$ cat config.mk
export PLATFORM = sky130hd
export DESIGN_NAME = mx_exec_alu
export DESIGN_NICKNAME = d
export VERILOG_FILES = /design/src/rtl/mx_alu_pkg.sv /design/src/rtl/mx_imm_ext.sv /design/src/rtl/mx_addsub.sv /design/src/rtl/mx_shifter.sv /design/src/rtl/mx_prod_regs.sv /design/src/rtl/mx_exec_alu.sv
export SDC_FILE = /design/constraint.sdc
export NUM_CORES = 2
export LEC_CHECK = 0
export BUFFER_PORTS_ARGS = -buffer_cell sky130_fd_sc_hd__buf_2
export CORE_ASPECT_RATIO = 1.4
export CORE_MARGIN = 8
export CORE_UTILIZATION = 65
export CTS_BUF_LIST = sky130_fd_sc_hd__clkbuf_16
export CTS_CLUSTER_DIAMETER = 30
export CTS_CLUSTER_SIZE = 10
export DETAILED_ROUTE_END_ITERATION = 7
export HOLD_SLACK_MARGIN = 0.02
export PLACE_DENSITY = 0.83
export SYNTH_ARGS = -nofsm -noshare
export SYNTH_HDL_FRONTEND = slang
export SYNTH_SLANG_ARGS = --single-unit
$ cat constraint.sdc
create_clock -name clk -period 22.2 [get_ports clk]
set_input_delay 4.44 -clock clk [delete_from_list [all_inputs] [get_ports clk]]
set_output_delay 4.44 -clock clk [all_outputs]
set_load 0.1 [all_outputs]
$ cat src/rtl/mx_alu_pkg.sv
package mx_alu_pkg;

    localparam int DATA_W  = 32;
    localparam int IMM_W   = 16;
    localparam int OP_W    = 4;
    localparam int SHAMT_W = $clog2(DATA_W);

    typedef enum logic [OP_W-1:0] {
        OP_ADD  = 4'd0,
        OP_ADDU = 4'd1,
        OP_SUB  = 4'd2,
        OP_SUBU = 4'd3,
        OP_AND  = 4'd4,
        OP_OR   = 4'd5,
        OP_XOR  = 4'd6,
        OP_SLL  = 4'd7,
        OP_SRL  = 4'd8,
        OP_SRA  = 4'd9,
        OP_MULT = 4'd10
    } alu_op_e;

    typedef enum logic [1:0] {
        SH_LEFT  = 2'd0,
        SH_RLOG  = 2'd1,
        SH_RARI  = 2'd2
    } shift_kind_e;

endpackage

$ cat src/rtl/mx_imm_ext.sv
module mx_imm_ext #(
    parameter int IMM_W  = 16,
    parameter int DATA_W = 32
) (
    input  logic [IMM_W-1:0]  imm,
    input  logic              sign_mode,
    output logic [DATA_W-1:0] ext
);
    localparam int PAD_W = DATA_W - IMM_W;

    logic pad_bit;

    always_comb begin
        pad_bit = sign_mode & imm[IMM_W-1];
        ext     = {{PAD_W{pad_bit}}, imm};
    end
endmodule

$ cat src/rtl/mx_addsub.sv
module mx_addsub #(
    parameter int DATA_W = 32
) (
    input  logic [DATA_W-1:0] a,
    input  logic [DATA_W-1:0] b,
    input  logic              sub,
    output logic [DATA_W-1:0] sum,
    output logic              sovf
);
    localparam int MSB = DATA_W - 1;

    logic [DATA_W-1:0] b_eff;
    logic [DATA_W-1:0] cin_vec;

    always_comb begin
        b_eff   = sub ? ~b : b;
        cin_vec = {{(DATA_W-1){1'b0}}, sub};
        sum     = a + b_eff + cin_vec;
        sovf    = (a[MSB] == b_eff[MSB]) && (sum[MSB] != a[MSB]);
    end
endmodule

$ cat src/rtl/mx_shifter.sv
module mx_shifter
    import mx_alu_pkg::*;
#(
    parameter int DATA_W  = 32,
    parameter int SHAMT_W = $clog2(DATA_W)
) (
    input  logic [DATA_W-1:0]  src,
    input  logic [SHAMT_W-1:0] amt,
    input  shift_kind_e        kind,
    output logic [DATA_W-1:0]  dst
);
    localparam int MSB = DATA_W - 1;

    logic              fill;
    logic              go_left;
    logic [DATA_W-1:0] rev_in;
    logic [DATA_W-1:0] stage [SHAMT_W+1];

    // Left shifts reuse the right-shifting ladder on bit-reversed data.
    always_comb begin
        go_left = (kind == SH_LEFT);
        fill    = (kind == SH_RARI) & src[MSB];
        for (int i = 0; i < DATA_W; i++) begin
            rev_in[i] = go_left ? src[MSB-i] : src[i];
        end
        stage[0] = rev_in;
    end

    for (genvar k = 0; k < SHAMT_W; k++) begin : g_rung
        localparam int D = 1 << k;
        always_comb begin
            if (amt[k]) begin
                stage[k+1] = {{D{fill}}, stage[k][MSB:D]};
            end else begin
                stage[k+1] = stage[k];
            end
        end
    end

    always_comb begin
        for (int i = 0; i < DATA_W; i++) begin
            dst[i] = go_left ? stage[SHAMT_W][MSB-i] : stage[SHAMT_W][i];
        end
    end
endmodule

$ cat src/rtl/mx_prod_regs.sv
module mx_prod_regs #(
    parameter int DATA_W = 32
) (
    input  logic                clk,
    input  logic                rst_n,
    input  logic [DATA_W-1:0]   rs,
    input  logic [DATA_W-1:0]   rt,
    input  logic                load,
    output logic [DATA_W-1:0]   hi,
    output logic [DATA_W-1:0]   lo
);
    localparam int PROD_W = 2 * DATA_W;

    logic signed [PROD_W-1:0] prod;

    always_comb begin
        prod = PROD_W'($signed(rs)) * PROD_W'($signed(rt));
    end

    always_ff @(posedge clk) begin
        if (!rst_n) begin
            hi <= '0;
            lo <= '0;
        end else if (load) begin
            hi <= prod[PROD_W-1:DATA_W];
            lo <= prod[DATA_W-1:0];
        end
    end
endmodule

$ cat src/rtl/mx_exec_alu.sv
module mx_exec_alu
    import mx_alu_pkg::*;
(
    input  logic                 clk,
    input  logic                 rst_n,
    input  logic [OP_W-1:0]      op_i,
    input  logic                 imm_sel_i,
    input  logic [DATA_W-1:0]    rs_i,
    input  logic [DATA_W-1:0]    rt_i,
    input  logic [IMM_W-1:0]     imm_i,
    input  logic [SHAMT_W-1:0]   shamt_i,
    output logic [DATA_W-1:0]    result_o,
    output logic                 ovf_o,
    output logic [DATA_W-1:0]    hi_o,
    output logic [DATA_W-1:0]    lo_o
);
    localparam int MSB = DATA_W - 1;

    alu_op_e           op;
    logic              imm_allowed;
    logic              use_imm;
    logic              ext_signed;
    logic              do_sub;
    logic              traps;
    logic              mult_sel;
    shift_kind_e       sh_kind;
    logic [DATA_W-1:0] imm_ext;
    logic [DATA_W-1:0] opnd_b;
    logic [DATA_W-1:0] arith_sum;
    logic              arith_ovf;
    logic [DATA_W-1:0] shift_out;

    // Decode
    always_comb begin
        op          = alu_op_e'(op_i);
        imm_allowed = 1'b0;
        ext_signed  = 1'b0;
        do_sub      = 1'b0;
        traps       = 1'b0;
        mult_sel    = 1'b0;
        sh_kind     = SH_LEFT;
        unique case (op)
            OP_ADD:  begin imm_allowed = 1'b1; ext_signed = 1'b1; traps = 1'b1; end
            OP_ADDU: begin imm_allowed = 1'b1; ext_signed = 1'b1; end
            OP_SUB:  begin do_sub = 1'b1; traps = 1'b1; end
            OP_SUBU: begin do_sub = 1'b1; end
            OP_AND, OP_OR, OP_XOR: imm_allowed = 1'b1;
            OP_SRL:  sh_kind  = SH_RLOG;
            OP_SRA:  sh_kind  = SH_RARI;
            OP_MULT: mult_sel = 1'b1;
            default: ;
        endcase
        use_imm = imm_allowed & imm_sel_i;
    end

    mx_imm_ext #(.IMM_W(IMM_W), .DATA_W(DATA_W)) u_ext (
        .imm       (imm_i),
        .sign_mode (ext_signed),
        .ext       (imm_ext)
    );

    always_comb opnd_b = use_imm ? imm_ext : rt_i;

    mx_addsub #(.DATA_W(DATA_W)) u_addsub (
        .a    (rs_i),
        .b    (opnd_b),
        .sub  (do_sub),
        .sum  (arith_sum),
        .sovf (arith_ovf)
    );

    mx_shifter #(.DATA_W(DATA_W), .SHAMT_W(SHAMT_W)) u_shift (
        .src  (rt_i),
        .amt  (shamt_i),
        .kind (sh_kind),
        .dst  (shift_out)
    );

    mx_prod_regs #(.DATA_W(DATA_W)) u_prod (
        .clk   (clk),
        .rst_n (rst_n),
        .rs    (rs_i),
        .rt    (rt_i),
        .load  (mult_sel),
        .hi    (hi_o),
        .lo    (lo_o)
    );

    // Result select
    always_comb begin
        result_o = '0;
        unique case (op)
            OP_ADD, OP_ADDU, OP_SUB, OP_SUBU: result_o = arith_sum;
            OP_AND:                           result_o = rs_i & opnd_b;
            OP_OR:                            result_o = rs_i | opnd_b;
            OP_XOR:                           result_o = rs_i ^ opnd_b;
            OP_SLL, OP_SRL, OP_SRA:           result_o = shift_out;
            default:                          result_o = '0;
        endcase
        ovf_o = traps & arith_ovf;
    end

    // Checks on the ports
    a_r2_opposite_signs_safe: assert property (@(posedge clk) disable iff (!rst_n)
        (op_i == 4'd0 && !imm_sel_i && rs_i[MSB] != rt_i[MSB]) |-> !ovf_o);

    a_r2_same_sign_flip_traps: assert property (@(posedge clk) disable iff (!rst_n)
        (op_i == 4'd0 && !imm_sel_i && rs_i[MSB] == rt_i[MSB] && result_o[MSB] != rs_i[MSB]) |-> ovf_o);

    a_r3_no_overflow: assert property (@(posedge clk) disable iff (!rst_n)
        (op_i == 4'd1 || op_i == 4'd3) |-> !ovf_o);

    a_r6_zero_ext_and: assert property (@(posedge clk) disable iff (!rst_n)
        (op_i == 4'd4 && imm_sel_i) |-> (result_o[MSB:IMM_W] == '0));

    a_r7_sra_sign_fill: assert property (@(posedge clk) disable iff (!rst_n)
        (op_i == 4'd9 && rt_i[MSB]) |-> result_o[MSB]);

    a_r7_srl_zero_fill: assert property (@(posedge clk) disable iff (!rst_n)
        (op_i == 4'd8 && shamt_i != '0) |-> !result_o[MSB]);

    a_r8_shift_zero_pass: assert property (@(posedge clk) disable iff (!rst_n)
        (op_i >= 4'd7 && op_i <= 4'd9 && shamt_i == '0) |-> (result_o == rt_i));

    a_r8_noop_quiet: assert property (@(posedge clk) disable iff (!rst_n)
        (op_i == 4'd7 && rt_i == '0 && shamt_i == '0) |-> (result_o == '0 && !ovf_o));

    a_r9_mult_quiet: assert property (@(posedge clk) disable iff (!rst_n)
        (op_i == 4'd10) |-> (result_o == '0 && !ovf_o));

    a_r10_prod_hold: assert property (@(posedge clk) disable iff (!rst_n)
        (op_i != 4'd10) |=> ($stable(hi_o) && $stable(lo_o)));

    a_r11_undef_quiet: assert property (@(posedge clk) disable iff (!rst_n)
        (op_i > 4'd10) |-> (result_o == '0 && !ovf_o));

endmodule

==> summary.md <==
| Metric | Value |
|---|---|
| Max frequency | `72.6 MHz` |
| Setup TNS | `0 ns` |
| CP Capture Type | `primary output` |
| Leading area contributor after synthesis | `fa_1` |
| Routed wire per std cell | `22.6 µm` |
| CP Max Fanout | `33` |
| ANT nets after route | `0` |
| CTS Buf Count | `9` |
| RSZ-0062 raised after global routing | `no` |
| Yosys Warn Count | `0` |
| Cells after synthesis | `5050` |
| Fin Hold WS | `0.448 ns` |
| Chip Width | `238 µm` |
| Synth area leaders | `fa_1 48%, inv_1 8.6%, ha_1 7.7%, and2_1 7.2%, nand2_1 5.6%` |
| Worst-path clk slew | `0.05 ns` |
| Core Region | `0.0688 mm²` |
| Port buffer count | `188` |
| I/O pins | `189` |
| GPL Wtd Cong | `0.956` |
| Initial Util | `0.653` |
| Type of origin of the critical path | `primary input` |
| Total gr overflow | `0` |
| Post-CTS Setup Bufs | `0` |
| Fin crit period | `13.77 ns` |
| Post-synthesis cell area | `0.0449 mm²` |
| Final WL | `133000 µm` |
| CP required | `17.76 ns` |
| Max H-tree Level | `3` |
| Hold Path Class | `flop to flop` |
| Worst rel slew slack | `0.129` |
| Yosys top cell area share | `0.483` |
| Post-synthesis cell type count | `78` |
| Area Growth Syn to Fin | `3.32%` |
| Clk root buf | `clkbuf_16` |
| Full die area | `0.0778 mm²` |
| WHS Path Cells | `2` |
| Synthesized flop and latch total | `64` |
| Nets@finish | `6420` |
| Synthesized Nets | `6503` |
| CTS tree | `done` |
| Rows | `114` |
| Initial DRC count | `3157` |
| Most frequent cells after synthesis | `1083 x fa_1, 1023 x inv_1, 668 x nand2_1` |
| Die height | `327 µm` |
| Fin crit share | `0.620` |
| Share of cells above drive strength 1 | `0.0537` |
| Routed vias | `36000` |
| Post-cts sizing count | `0` |
| Initial antenna violation count | `9` |
| Total track usage | `0.354` |
| Clk_skew | `0 ns` |
| Post-route DRC | `0` |
| CTS Sinks | `64` |
| Hold Vio Cnt, Final | `0` |
| # hold bufs at CTS | `0` |
| Pin count of the biggest net entering global routing | `70` |
| Max cap viols | `0` |
| Slew @ Worst Pin | `1.27 ns` |
| Final setup viols | `0` |
| Clock buffer depth | `2` |
| First-pass GRT wire length | `216000 µm` |
| Vias per inst | `6.09` |
| DRT Pass-1 Iters | `8` |
| Worst-Skew Late Latency | `0.34 ns` |
| Worst Path Arrival | `9.33 ns` |
| Worst-case reg-to-reg path depth | `4` |
| Top_reg_cell synth | `dfxtp_1` |
| Type of the worst setup path | `primary input to primary output` |
| Run status | `finished, final reports clean` |
| EDFF count, synth | `0` |
| Sequential fraction of the synthesis area | `0.0285` |
| Async SR Flop Fraction | `0` |
| Vias in the first global route | `39700` |
| Max-slew violations | `0` |
| Post-DP HPWL | `102000 µm` |
| Syn Area/Cell | `8.89 µm²` |
| Top-count cell post-synth | `fa_1` |
worst max-delay path, cell delays in order:
cell	delay, ns
buf_2	0.18
nand2b_1	0.21
a21oi_4	0.16
buf_4	0.43
mux2i_1	0.38
xnor2_1	0.11
ha_1	0.47
and4_1	0.26
and3_1	0.18
and4_1	0.23
and3_1	0.16
o311ai_1	0.22
a2111oi_2	0.56
nor2_1	0.16
or4_1	0.49
nand2_1	0.09
a221o_1	0.14
buf_2	0.43
metal layers:
| layer | vias up | wire length [µm] | track usage |
|---|---|---|---|
| met4 | 2 | 9360 | 0.222 |
| met3 | 622 | 13400 | 0.0686 |
| met1 | 18100 | 46800 | 0.429 |
| met5 | - | 9 | 0 |
| li1 | 15100 | - | - |
| met2 | 2183 | 63800 | 0.581 |
metrics by stage:
step / util / setup WS [ns] / instances / area [µm²]
finish: 0.675 / 8.43 / 5909 / 46400
global route: 0.674 / 8.13 / 5904 / 46400
CTS: 0.674 / 8.46 / 5899 / 46300
detailed placement: 0.670 / 8.47 / 5884 / 46100
global placement: 0.670 / 8.50 / 5884 / 46100
floorplan: - / 6.81 / 5050 / 44900
cell type report:
cell class	count	area, µm²
timing repair buffer	220	1180
sequential	64	1280
clock inverter	6	61.3
multi-input combinational	3646	38600
fill	5433	22400
clock buffer	9	225
inverter	1026	3850
tap	928	1160
antenna	10	25.0
registers in the layout (all words and copies together) (netlist names):
| name | cells |
|---|---|
| u_prod.hi | 32 |
| u_prod.lo | 32 |
cells by family (layout without fill, tap and decap cells):
group,after synthesis,after routing,share of synthesized area
AOI/OAI and AO/OA,568,568,0.0798
xor gates and xnor gates,118,118,0.0230
adders and majority gates,1361,1361,0.561
buffers and inverters,1340,1261,0.113
DFF,64,64,0.0285
muxes,145,145,0.0353
other,0,10,0
and+or+nand+nor,1454,1454,0.160
cell usage in the layout (no fill, tap or decap), types with 22 or more instances in the layout:
cell type,netlist,layout
fa_1,1083,1083
o211ai_1,22,22
buf_2,6,188
xnor2_1,92,92
o21ai_0,136,136
a21o_1,31,31
a211oi_1,32,32
inv_1,1023,1023
mux2i_1,130,130
a21oi_1,178,178
ha_1,278,278
nand3_1,41,41
and2_1,519,518
nor2_1,96,96
nor2b_1,22,22
xor2_1,26,26
dfxtp_1,64,64
nand2_1,668,668
buf_4,0,32
path summary, 6_finish.rpt:
path	startpoint	endpoint	slack, ns
hold reg to reg	u_prod.lo[28]	u_prod.lo[28]	0.45
setup / recovery	op_i[0]	result_o[25]	8.43
setup reg to reg	u_prod.hi[17]	u_prod.hi[17]	21.33
hold / removal	u_prod.lo[28]	u_prod.lo[28]	0.45
Power is not shown: default switching activity piles up to over one toggle a cycle in this logic, so the estimate is an artifact.
